File: src/rtl/esync_pkg.sv
package esync_pkg;
  localparam int unsigned N_CODES = 4;
  localparam int unsigned ADDR_W  = 2;

  // byte lane of each code inside the packed code and unmask words
  typedef enum logic [1:0] {
    K_FS = 2'd0,
    K_LS = 2'd1,
    K_LE = 2'd2,
    K_FE = 2'd3
  } kind_e;

  typedef struct packed {
    logic vs_at_start;
    logic hs_at_start;
    logic embedded;
  } ctrl_t;

  localparam logic [ADDR_W-1:0] A_CODES = 2'd0;
  localparam logic [ADDR_W-1:0] A_MASKS = 2'd1;
  localparam logic [ADDR_W-1:0] A_CTRL  = 2'd2;
endpackage

File: src/rtl/esync_cfg.sv
module esync_cfg
  import esync_pkg::*;
#(
  parameter int unsigned CODE_W = 8,
  localparam int unsigned CFG_W = N_CODES * CODE_W
) (
  input  logic              clk_i,
  input  logic              rst_ni,
  input  logic              we_i,
  input  logic [ADDR_W-1:0] addr_i,
  input  logic [CFG_W-1:0]  wdata_i,
  output logic [CFG_W-1:0]  codes_o,
  output logic [CFG_W-1:0]  masks_o,
  output ctrl_t             ctrl_o
);
  always_ff @(posedge clk_i or negedge rst_ni) begin
    if (!rst_ni) begin
      codes_o <= '0;
      masks_o <= '1;
      ctrl_o  <= '0;
    end else if (we_i) begin
      unique case (addr_i)
        A_CODES: codes_o <= wdata_i;
        A_MASKS: masks_o <= wdata_i;
        A_CTRL:  ctrl_o  <= ctrl_t'(wdata_i[2:0]);
        default: ;
      endcase
    end
  end
endmodule

File: src/rtl/esync_preamble.sv
module esync_preamble #(
  parameter int unsigned CODE_W = 8
) (
  input  logic              clk_i,
  input  logic              rst_ni,
  input  logic              en_i,
  input  logic              valid_i,
  input  logic [CODE_W-1:0] data_i,
  output logic              code_stb_o
);
  typedef enum logic [1:0] {P_IDLE, P_ONES, P_ZERO1, P_ZERO2} pst_e;

  localparam logic [CODE_W-1:0] ALL_ONES  = '1;
  localparam logic [CODE_W-1:0] ALL_ZEROS = '0;

  pst_e st_q, st_d;

  assign code_stb_o = en_i && valid_i && (st_q == P_ZERO2);

  always_comb begin
    st_d = st_q;
    if (!en_i) begin
      st_d = P_IDLE;
    end else if (valid_i) begin
      if (st_q == P_ZERO2)           st_d = P_IDLE;
      else if (data_i == ALL_ONES)   st_d = P_ONES;
      else if (data_i == ALL_ZEROS && st_q == P_ONES)  st_d = P_ZERO1;
      else if (data_i == ALL_ZEROS && st_q == P_ZERO1) st_d = P_ZERO2;
      else                           st_d = P_IDLE;
    end
  end

  always_ff @(posedge clk_i or negedge rst_ni) begin
    if (!rst_ni) st_q <= P_IDLE;
    else         st_q <= st_d;
  end

  // a fresh run of three bytes is needed between two code bytes
  a_r3_stb_gap: assert property (@(posedge clk_i) disable iff (!rst_ni)
    code_stb_o |=> !code_stb_o);
endmodule

File: src/rtl/esync_match.sv
module esync_match
  import esync_pkg::*;
#(
  parameter int unsigned CODE_W = 8,
  localparam int unsigned CFG_W = N_CODES * CODE_W
) (
  input  logic [CODE_W-1:0] byte_i,
  input  logic [CFG_W-1:0]  codes_i,
  input  logic [CFG_W-1:0]  masks_i,
  output logic [N_CODES-1:0] sel_o,
  output logic              hit_o,
  output kind_e             kind_o
);
  logic [N_CODES-1:0] raw;

  for (genvar k = 0; k < N_CODES; k++) begin : g_cmp
    assign raw[k] = ((byte_i ^ codes_i[k*CODE_W +: CODE_W])
                     & masks_i[k*CODE_W +: CODE_W]) == '0;
  end

  // priority: frame start, frame end, line start, line end
  always_comb begin
    sel_o  = '0;
    kind_o = K_FS;
    if (raw[K_FS])      kind_o = K_FS;
    else if (raw[K_FE]) kind_o = K_FE;
    else if (raw[K_LS]) kind_o = K_LS;
    else                kind_o = K_LE;
    hit_o = |raw;
    if (hit_o) sel_o[kind_o] = 1'b1;
  end
endmodule

File: src/rtl/esync_decoder.sv
module esync_decoder
  import esync_pkg::*;
#(
  parameter int unsigned CODE_W = 8,
  localparam int unsigned CFG_W = N_CODES * CODE_W
) (
  input  logic              clk_i,
  input  logic              rst_ni,
  input  logic              cfg_we_i,
  input  logic [1:0]        cfg_addr_i,
  input  logic [CFG_W-1:0]  cfg_wdata_i,
  input  logic              pix_valid_i,
  input  logic [CODE_W-1:0] pix_data_i,
  input  logic              hsync_i,
  input  logic              vsync_i,
  output logic              frame_active_o,
  output logic              line_active_o,
  output logic              hs_evt_o,
  output logic              vs_evt_o,
  output logic              sync_err_o
);
  logic [CFG_W-1:0]   codes, masks;
  ctrl_t              ctrl;
  logic               code_stb;
  logic [N_CODES-1:0] sel;
  logic               hit;
  kind_e              kind;

  esync_cfg #(.CODE_W(CODE_W)) u_cfg (
    .clk_i   (clk_i),
    .rst_ni  (rst_ni),
    .we_i    (cfg_we_i),
    .addr_i  (cfg_addr_i),
    .wdata_i (cfg_wdata_i),
    .codes_o (codes),
    .masks_o (masks),
    .ctrl_o  (ctrl)
  );

  esync_preamble #(.CODE_W(CODE_W)) u_pre (
    .clk_i      (clk_i),
    .rst_ni     (rst_ni),
    .en_i       (ctrl.embedded),
    .valid_i    (pix_valid_i),
    .data_i     (pix_data_i),
    .code_stb_o (code_stb)
  );

  esync_match #(.CODE_W(CODE_W)) u_match (
    .byte_i  (pix_data_i),
    .codes_i (codes),
    .masks_i (masks),
    .sel_o   (sel),
    .hit_o   (hit),
    .kind_o  (kind)
  );

  logic frame_d, line_d, hs_d, vs_d, err_d;

  always_comb begin
    frame_d = frame_active_o;
    line_d  = line_active_o;
    hs_d    = 1'b0;
    vs_d    = 1'b0;
    err_d   = 1'b0;
    if (!ctrl.embedded) begin
      frame_d = vsync_i;
      line_d  = hsync_i;
      hs_d = ctrl.hs_at_start ? (hsync_i && !line_active_o) : (!hsync_i && line_active_o);
      vs_d = ctrl.vs_at_start ? (vsync_i && !frame_active_o) : (!vsync_i && frame_active_o);
    end else if (code_stb) begin
      if (!hit) begin
        err_d = 1'b1;
      end else begin
        unique case (kind)
          K_FS: begin
            frame_d = 1'b1;
            line_d  = 1'b0;
            vs_d    = ctrl.vs_at_start;
          end
          K_FE: begin
            frame_d = 1'b0;
            line_d  = 1'b0;
            vs_d    = !ctrl.vs_at_start;
          end
          K_LS: begin
            if (line_active_o) err_d = 1'b1;
            else begin
              line_d = 1'b1;
              hs_d   = ctrl.hs_at_start;
            end
          end
          K_LE: begin
            if (!line_active_o) err_d = 1'b1;
            else begin
              line_d = 1'b0;
              hs_d   = !ctrl.hs_at_start;
            end
          end
          default: err_d = 1'b1;
        endcase
      end
    end
  end

  always_ff @(posedge clk_i or negedge rst_ni) begin
    if (!rst_ni) begin
      frame_active_o <= 1'b0;
      line_active_o  <= 1'b0;
      hs_evt_o       <= 1'b0;
      vs_evt_o       <= 1'b0;
      sync_err_o     <= 1'b0;
    end else begin
      frame_active_o <= frame_d;
      line_active_o  <= line_d;
      hs_evt_o       <= hs_d;
      vs_evt_o       <= vs_d;
      sync_err_o     <= err_d;
    end
  end

  // at most one winning code
  a_r5_sel_onehot: assert property (@(posedge clk_i) disable iff (!rst_ni)
    $onehot0(sel));

  // an error cycle carries no event
  a_r9_err_no_evt: assert property (@(posedge clk_i) disable iff (!rst_ni)
    sync_err_o |-> (!hs_evt_o && !vs_evt_o));

  // hardware mode never reports a code error
  a_r10_hw_no_err: assert property (@(posedge clk_i) disable iff (!rst_ni)
    !$past(ctrl.embedded) |-> !sync_err_o);

  // frame-start events open the frame, frame-end events close it
  a_r7_vs_level: assert property (@(posedge clk_i) disable iff (!rst_ni)
    (vs_evt_o && $past(ctrl.embedded)) |-> (frame_active_o == $past(ctrl.vs_at_start)));

  // line-start events open the line, line-end events close it
  a_r8_hs_level: assert property (@(posedge clk_i) disable iff (!rst_ni)
    (hs_evt_o && $past(ctrl.embedded)) |-> (line_active_o == $past(ctrl.hs_at_start)));

  // accepted code bytes are the only cause of a level change in embedded mode
  a_r6_hold_idle: assert property (@(posedge clk_i) disable iff (!rst_ni)
    ($past(ctrl.embedded) && !$past(code_stb)) |->
      ($stable(frame_active_o) && $stable(line_active_o)));
endmodule

File: config.mk
export PLATFORM = sky130hd
export DESIGN_NAME = esync_decoder
export DESIGN_NICKNAME = d
export VERILOG_FILES = /design/src/rtl/esync_pkg.sv /design/src/rtl/esync_cfg.sv /design/src/rtl/esync_preamble.sv /design/src/rtl/esync_match.sv /design/src/rtl/esync_decoder.sv
export SDC_FILE = /design/constraint.sdc
export NUM_CORES = 1
export LEC_CHECK = 0
export BUFFER_PORTS_ARGS = -buffer_cell sky130_fd_sc_hd__buf_2
export CORE_ASPECT_RATIO = 0.7
export CORE_MARGIN = 8
export CORE_UTILIZATION = 61
export DETAILED_ROUTE_END_ITERATION = 7
export GPL_ROUTABILITY_DRIVEN = 0
export PLACE_DENSITY = 0.95
export RECOVER_POWER = 100
export SLEW_MARGIN = 5
export SYNTH_ARGS = -nofsm -noshare
export SYNTH_HDL_FRONTEND = slang
export SYNTH_HIERARCHICAL = 1
export SYNTH_SLANG_ARGS = --single-unit
export TNS_END_PERCENT = 5
File: constraint.sdc
create_clock -name clk_i -period 4.3 [get_ports clk_i]
set_input_delay 0.86 -clock clk_i [delete_from_list [all_inputs] [get_ports clk_i]]
set_output_delay 0.86 -clock clk_i [all_outputs]
set_load 0.02 [all_outputs]
# --- Yosys cells after proc, flatten, opt, wreduce, memory -nomap -nowiden ---
# Index checks and enable logic that the tools add are counted.
classes:
  n_mux: 35
  eq_ne: 13
  bitwise_logic: 8
  n_reduce_logical: 28
op_table:
  columns: ["operator", "count"]
  rows:
  - ["8-bit logical NOT", 5]
  - ["8-bit AND", 4]
  - ["8-bit bitwise XOR", 4]
  - ["1-bit 2-to-1 mux", 21]
  - ["2-bit 2-to-1 mux", 9]
  - ["2-bit equality test (second input constant)", 5]
  - ["1-bit one-hot mux with 2 select lines", 5]
  - ["8-bit equality test (second input constant)", 1]
  - ["1-bit logical AND", 8]
  - ["2-bit AND reduction", 4]
  - ["2-bit by 1-bit equality test with 1-bit output (second input constant)", 3]
  - ["1-bit logical NOT", 6]
  - ["2-bit != test (second input constant)", 3]
  - ["2-bit logical NOT", 2]
  - ["4-bit OR reduction", 1]
  - ["3-bit != test (second input constant)", 1]
  - ["3-bit AND reduction", 1]
  - ["3-bit OR reduction", 1]
word_totals:
  out_inout_bits: 5
  input_bits: 48
  ff_bits: 74

# --- Depth between registers and ports, before layout ---
depth:
  depth_word: 12
  ltp_mapped: 10
  mapped_depth_nobuf: 9

# --- Cells and area by module ---
# The synthesis kept the hierarchy.
modules_own_cells:
  columns: ["mod", "seq_area_each_um2", "cells_each", "n_inst", "area_each_um2"]
  rows:
  - ["esync_cfg", 1716.6, 143, 1, 2572.5]
  - ["esync_match", 0.0, 60, 1, 509.2]
  - ["esync_decoder", 125.1, 34, 1, 344.1]
  - ["esync_preamble", 50.0, 18, 1, 151.4]

# --- Worst setup path after synthesis ---
# No wires, ideal clock.
synth_timing:
  path_type: "input to register"
  startpoint: "in pix_data_i[3]"
  endpoint: "reg frame_active_o"
  arrival_ps: 2360
  stages: 9
  n_path_buf: 0
  path_slack_ps: 1816
  cell_sequence: "xor2_1 a22oi_1 nand4_1 a21oi_1 inv_1 ha_1 a31oi_1 a31oi_1 mux2_2"
synth_between:
  elab_chain_len: 11
  word_cells_on_any_way: 25
  classes_between: "eq/ne (3); mux (7); bitwise (8); reduce/logical (7)"
synth_rtl:
  columns: ["element", "line_no", "text"]
  rows:
  - ["from (decl)", "esync_decoder.sv:13", "input logic [CODE_W-1:0] pix_data_i,"]
  - ["8-bit bitwise XOR", "esync_match.sv:17", "assign raw[k] = ((byte_i ^ codes_i[k*CODE_W +: CODE_W])"]
  - ["8-bit AND", "esync_match.sv:18", "& masks_i[k*CODE_W +: CODE_W]) == '0;"]
  - ["8-bit logical NOT", "esync_match.sv:17", null]
  - ["2-bit 2-to-1 mux", "esync_match.sv:27", "else if (raw[K_LS]) kind_o = K_LS;"]
  - ["2-bit 2-to-1 mux", "esync_match.sv:26", "else if (raw[K_FE]) kind_o = K_FE;"]
  - ["2-bit 2-to-1 mux *", "esync_match.sv:25", "if (raw[K_FS]) kind_o = K_FS;"]
  - ["named net kind[0]", "esync_decoder.sv:27", "kind_e kind;"]
  - ["2-bit equality test / 2-bit logical NOT (equally long branches)", "esync_decoder.sv:75", "unique case (kind)"]
  - ["1-bit one-hot mux with 2 select lines", "esync_decoder.sv:75", null]
  - ["1-bit 2-to-1 mux", "esync_decoder.sv:72", "if (!hit) begin"]
  - ["1-bit 2-to-1 mux", "esync_decoder.sv:71", "end else if (code_stb) begin"]
  - ["1-bit 2-to-1 mux", "esync_decoder.sv:66", "if (!ctrl.embedded) begin"]
  - ["to (signal assigned)", "esync_decoder.sv:114", "frame_active_o <= frame_d;"]
  - ["to (decl)", "esync_decoder.sv:16", "output logic frame_active_o,"]
# Mark *: on every way through the listed nets, which the timed path passes. The rest lies on a longest branch. The select of a mux whose other input is x is not followed.
# A chain may end at the register's enable or synchronous reset.

# --- Final worst setup path ---
layout_timing:
  startpoint: "in cfg_addr_i[1]"
  endpoint: "reg u_cfg.codes_o[8]"
layout_between:
  elab_chain_len: 2
layout_rtl:
  columns: ["element", "line_no", "text"]
  rows:
  - ["from (decl)", "esync_decoder.sv:10", "input logic [1:0] cfg_addr_i,"]
  - ["2-bit logical NOT", "esync_cfg.sv:22", "unique case (addr_i)"]
  - ["2-bit AND reduction (no line)", null, null]
  - ["to (signal assigned)", "esync_cfg.sv:23", "A_CODES: codes_o <= wdata_i;"]
  - ["to (decl)", "esync_cfg.sv:12", "output logic [CFG_W-1:0] codes_o,"]
# Every way passes these cells.

==> metrics <==
status=complete, but fails checks; failing checks=max-capacitance violations, max-slew violations; Final Hold Slack=around 500 ps; Pwr Density=472.8 nW/µm²; largest net degree at the start of global routing=37; clk slew on worst S/H paths=about 70 ps; Die ar.=8530 µm²; fin crit period=approximately 2800 ps; row count=23; family with the most delay on the worst path=buffers and inverters; Max Clk Rate=~360 MHz; CTS tree=yes; first-pass GRT wire length=between 10000 and 15000 µm; drt drc=0; Crit Path Category=primary input to flip-flop; post-DR wirelength/cell=19.85 µm; Maximum Capacitance Violations=2; Pleak=1.727 nW; Fin. Hold Viols=0; unrepaired setup endpoints after global routing=no; DR iter-0 viols=between 100 and 150; Worst Setup Start Kind=primary input; HP Class=flip-flop to flip-flop; gr usage total=19.59%; Core ar.=~5700 µm²; Die Wd=between 100 and 150 µm; Clock Skew=around 6 ps; Hold-fix buffers, CTS=0; CP max stage delay=roughly 1400 ps; Port Buffers=52; vias per cell=just under 6; CP Buf/Inv Count=2; Die Y=around 80 µm; Power Internal=approximately 1.4 mW; Logic pwr share=21.8%; Syn Area/Cell=14.04 µm²; TritonCTS Sinks=between 70 and 80; diodes inserted=0; register share of total power=50.9%; CTS Buf Count=9; initial core utilization=between 60 and 70%; CP Max Fanout=32; Sw Share=28.06%; Final period util=about 65%; Layout Area Growth over Synthesis=12.98%; DP HPWL=5733 µm; initial antenna violation count=0; Ports=between 50 and 60; # Post-CTS Setup Buffers=0; routed wire length=approximately 7700 µm; Clock Latency Late Sink=roughly 350 ps; grt total ovfl=0; vias in the first global route=roughly 2500; crit path DAT=between 3000 and 4000 ps; Longest Clk Path Bufs=2; Worst Path Required=~4500 ps; clock network fraction of total power=a little over a quarter; ANT nets after route=0; Max-Slew Margin vs Limit=-25.58%; # setup viols final=0; Mapped Area=3537 µm²; DR pass1 iterations=4; maximum VDD drop=roughly 0.23 mV; Syn Nets=between 300 and 400; CP endpoint kind=flip-flop; max-slew violations=66; Slew @ Worst Pin=~1900 ps; final core utilization=a little over two thirds; layout cell share with drive strength beyond 1=about half; critical-path cell list=buf_2, nor3b_4, clkbuf_1, mux2_2; NumNets Final=approximately 360; NetSw=530.1 µW; # fillers=399; routed via count=roughly 2300; H-tree levels=3; total negative slack=0 ps; Yosys warning total=6; Clk Tree Root Cell=clkbuf_8; post-CTS sizing=0; Mapped Cells=252; CP max-delay cell=clkbuf_1
[cells in the final DEF (no fill, tap or decap), types with 2 or more instances in the layout]
master / instances
dfstp_2: 32
nor2_1: 2
nand2_1: 7
nand4b_1: 2
nor3b_1: 2
a31oi_1: 2
inv_1: 2
nand3b_1: 2
dfrtp_1: 42
clkinv_2: 2
xor2_1: 32
buf_2: 44
mux2i_1: 4
nor2b_1: 2
mux2_1: 2
a21oi_1: 5
ha_1: 4
nand3_1: 2
a22oi_1: 17
nand4_1: 5
mux2_2: 66
clkbuf_8: 10
clkbuf_1: 13
[layer usage]
metal	part of all wire, %	global-route usage [%]	vias to the layer above
li1	-	-	1039
met1	42	25.23	1144
met2	47	29.89	91
met3	9.7	8.306	11
met4	1.0	4.895	0
met5	0	0	-
[power groups by stage]
stage	Sequential [mW]	Combinational, mW	Clock [mW]
after global routing	0.977	0.448	0.558
after global placement	0.961	0.388	0
after floorplan	0.944	0.295	0
final	0.961	0.412	0.516
after CTS	0.960	0.414	0.533
after detailed placement	0.972	0.408	0
[layout make-up]
type                            count  area, µm²  share of cell area (%)
Clock buffer                       13      148.9                   3.726
Clock inverter                      3      40.04                   1.002
Inverter                            2      7.507                  0.1879
Multi-Input combinational cell    168       1549                   38.76
Sequential cell                    74       1892                   47.34
Tap cell                           75      93.84                   2.348
Timing Repair Buffer               55      265.3                   6.637
[registers in the layout, indices dropped and copies added (netlist names)]
name,cells
u_cfg/codes_o,32
line_active_o,1
sync_err_o,1
frame_active_o,1
u_cfg/ctrl_o,3
hs_evt_o,1
u_pre/st_q,2
vs_evt_o,1
u_cfg/masks_o,32
[worst register-to-register path: stages, from the launching register on]
cell and delay (ps):
dfrtp_1 400, xor2_1 160, a22oi_1 240, nand4_1 220, a21oi_1 300, inv_1 120
ha_1 230, a31oi_1 170, a31oi_1 60, mux2_2 270
[stage by stage]
stage / worst slack [ps] / cells / area, µm² / power (mW)
2_1_floorplan: 1874 / 252 / 3537 / 1.239
3_3_place_gp: 1499 / 374 / 3834 / 1.349
3_5_place_dp: 1423 / 374 / 3834 / 1.380
4_1_cts: 1773 / 390 / 4023 / 1.906
5_1_grt: 1389 / 390 / 3996 / 1.983
6_report: 1518 / 390 / 3996 / 1.889
[worst paths after layout]
check / from / endpoint / slack, ps / depth (start not counted)
worst max-delay path: cfg_addr_i[1] / u_cfg/codes_o[8] / 1520 / 4
worst min-delay path: u_cfg/ctrl_o[1] / u_cfg/ctrl_o[1] / 510 / 1
worst max register to register: u_cfg/codes_o[30] / frame_active_o / 2010 / 9
worst min register to register: u_cfg/ctrl_o[1] / u_cfg/ctrl_o[1] / 510 / 1
max in group asynchronous: rst_ni / u_cfg/ctrl_o[2] / 2070 / 2
min in group asynchronous: rst_ni / u_cfg/codes_o[29] / 710 / 1
(Power assumes the default switching activity.)
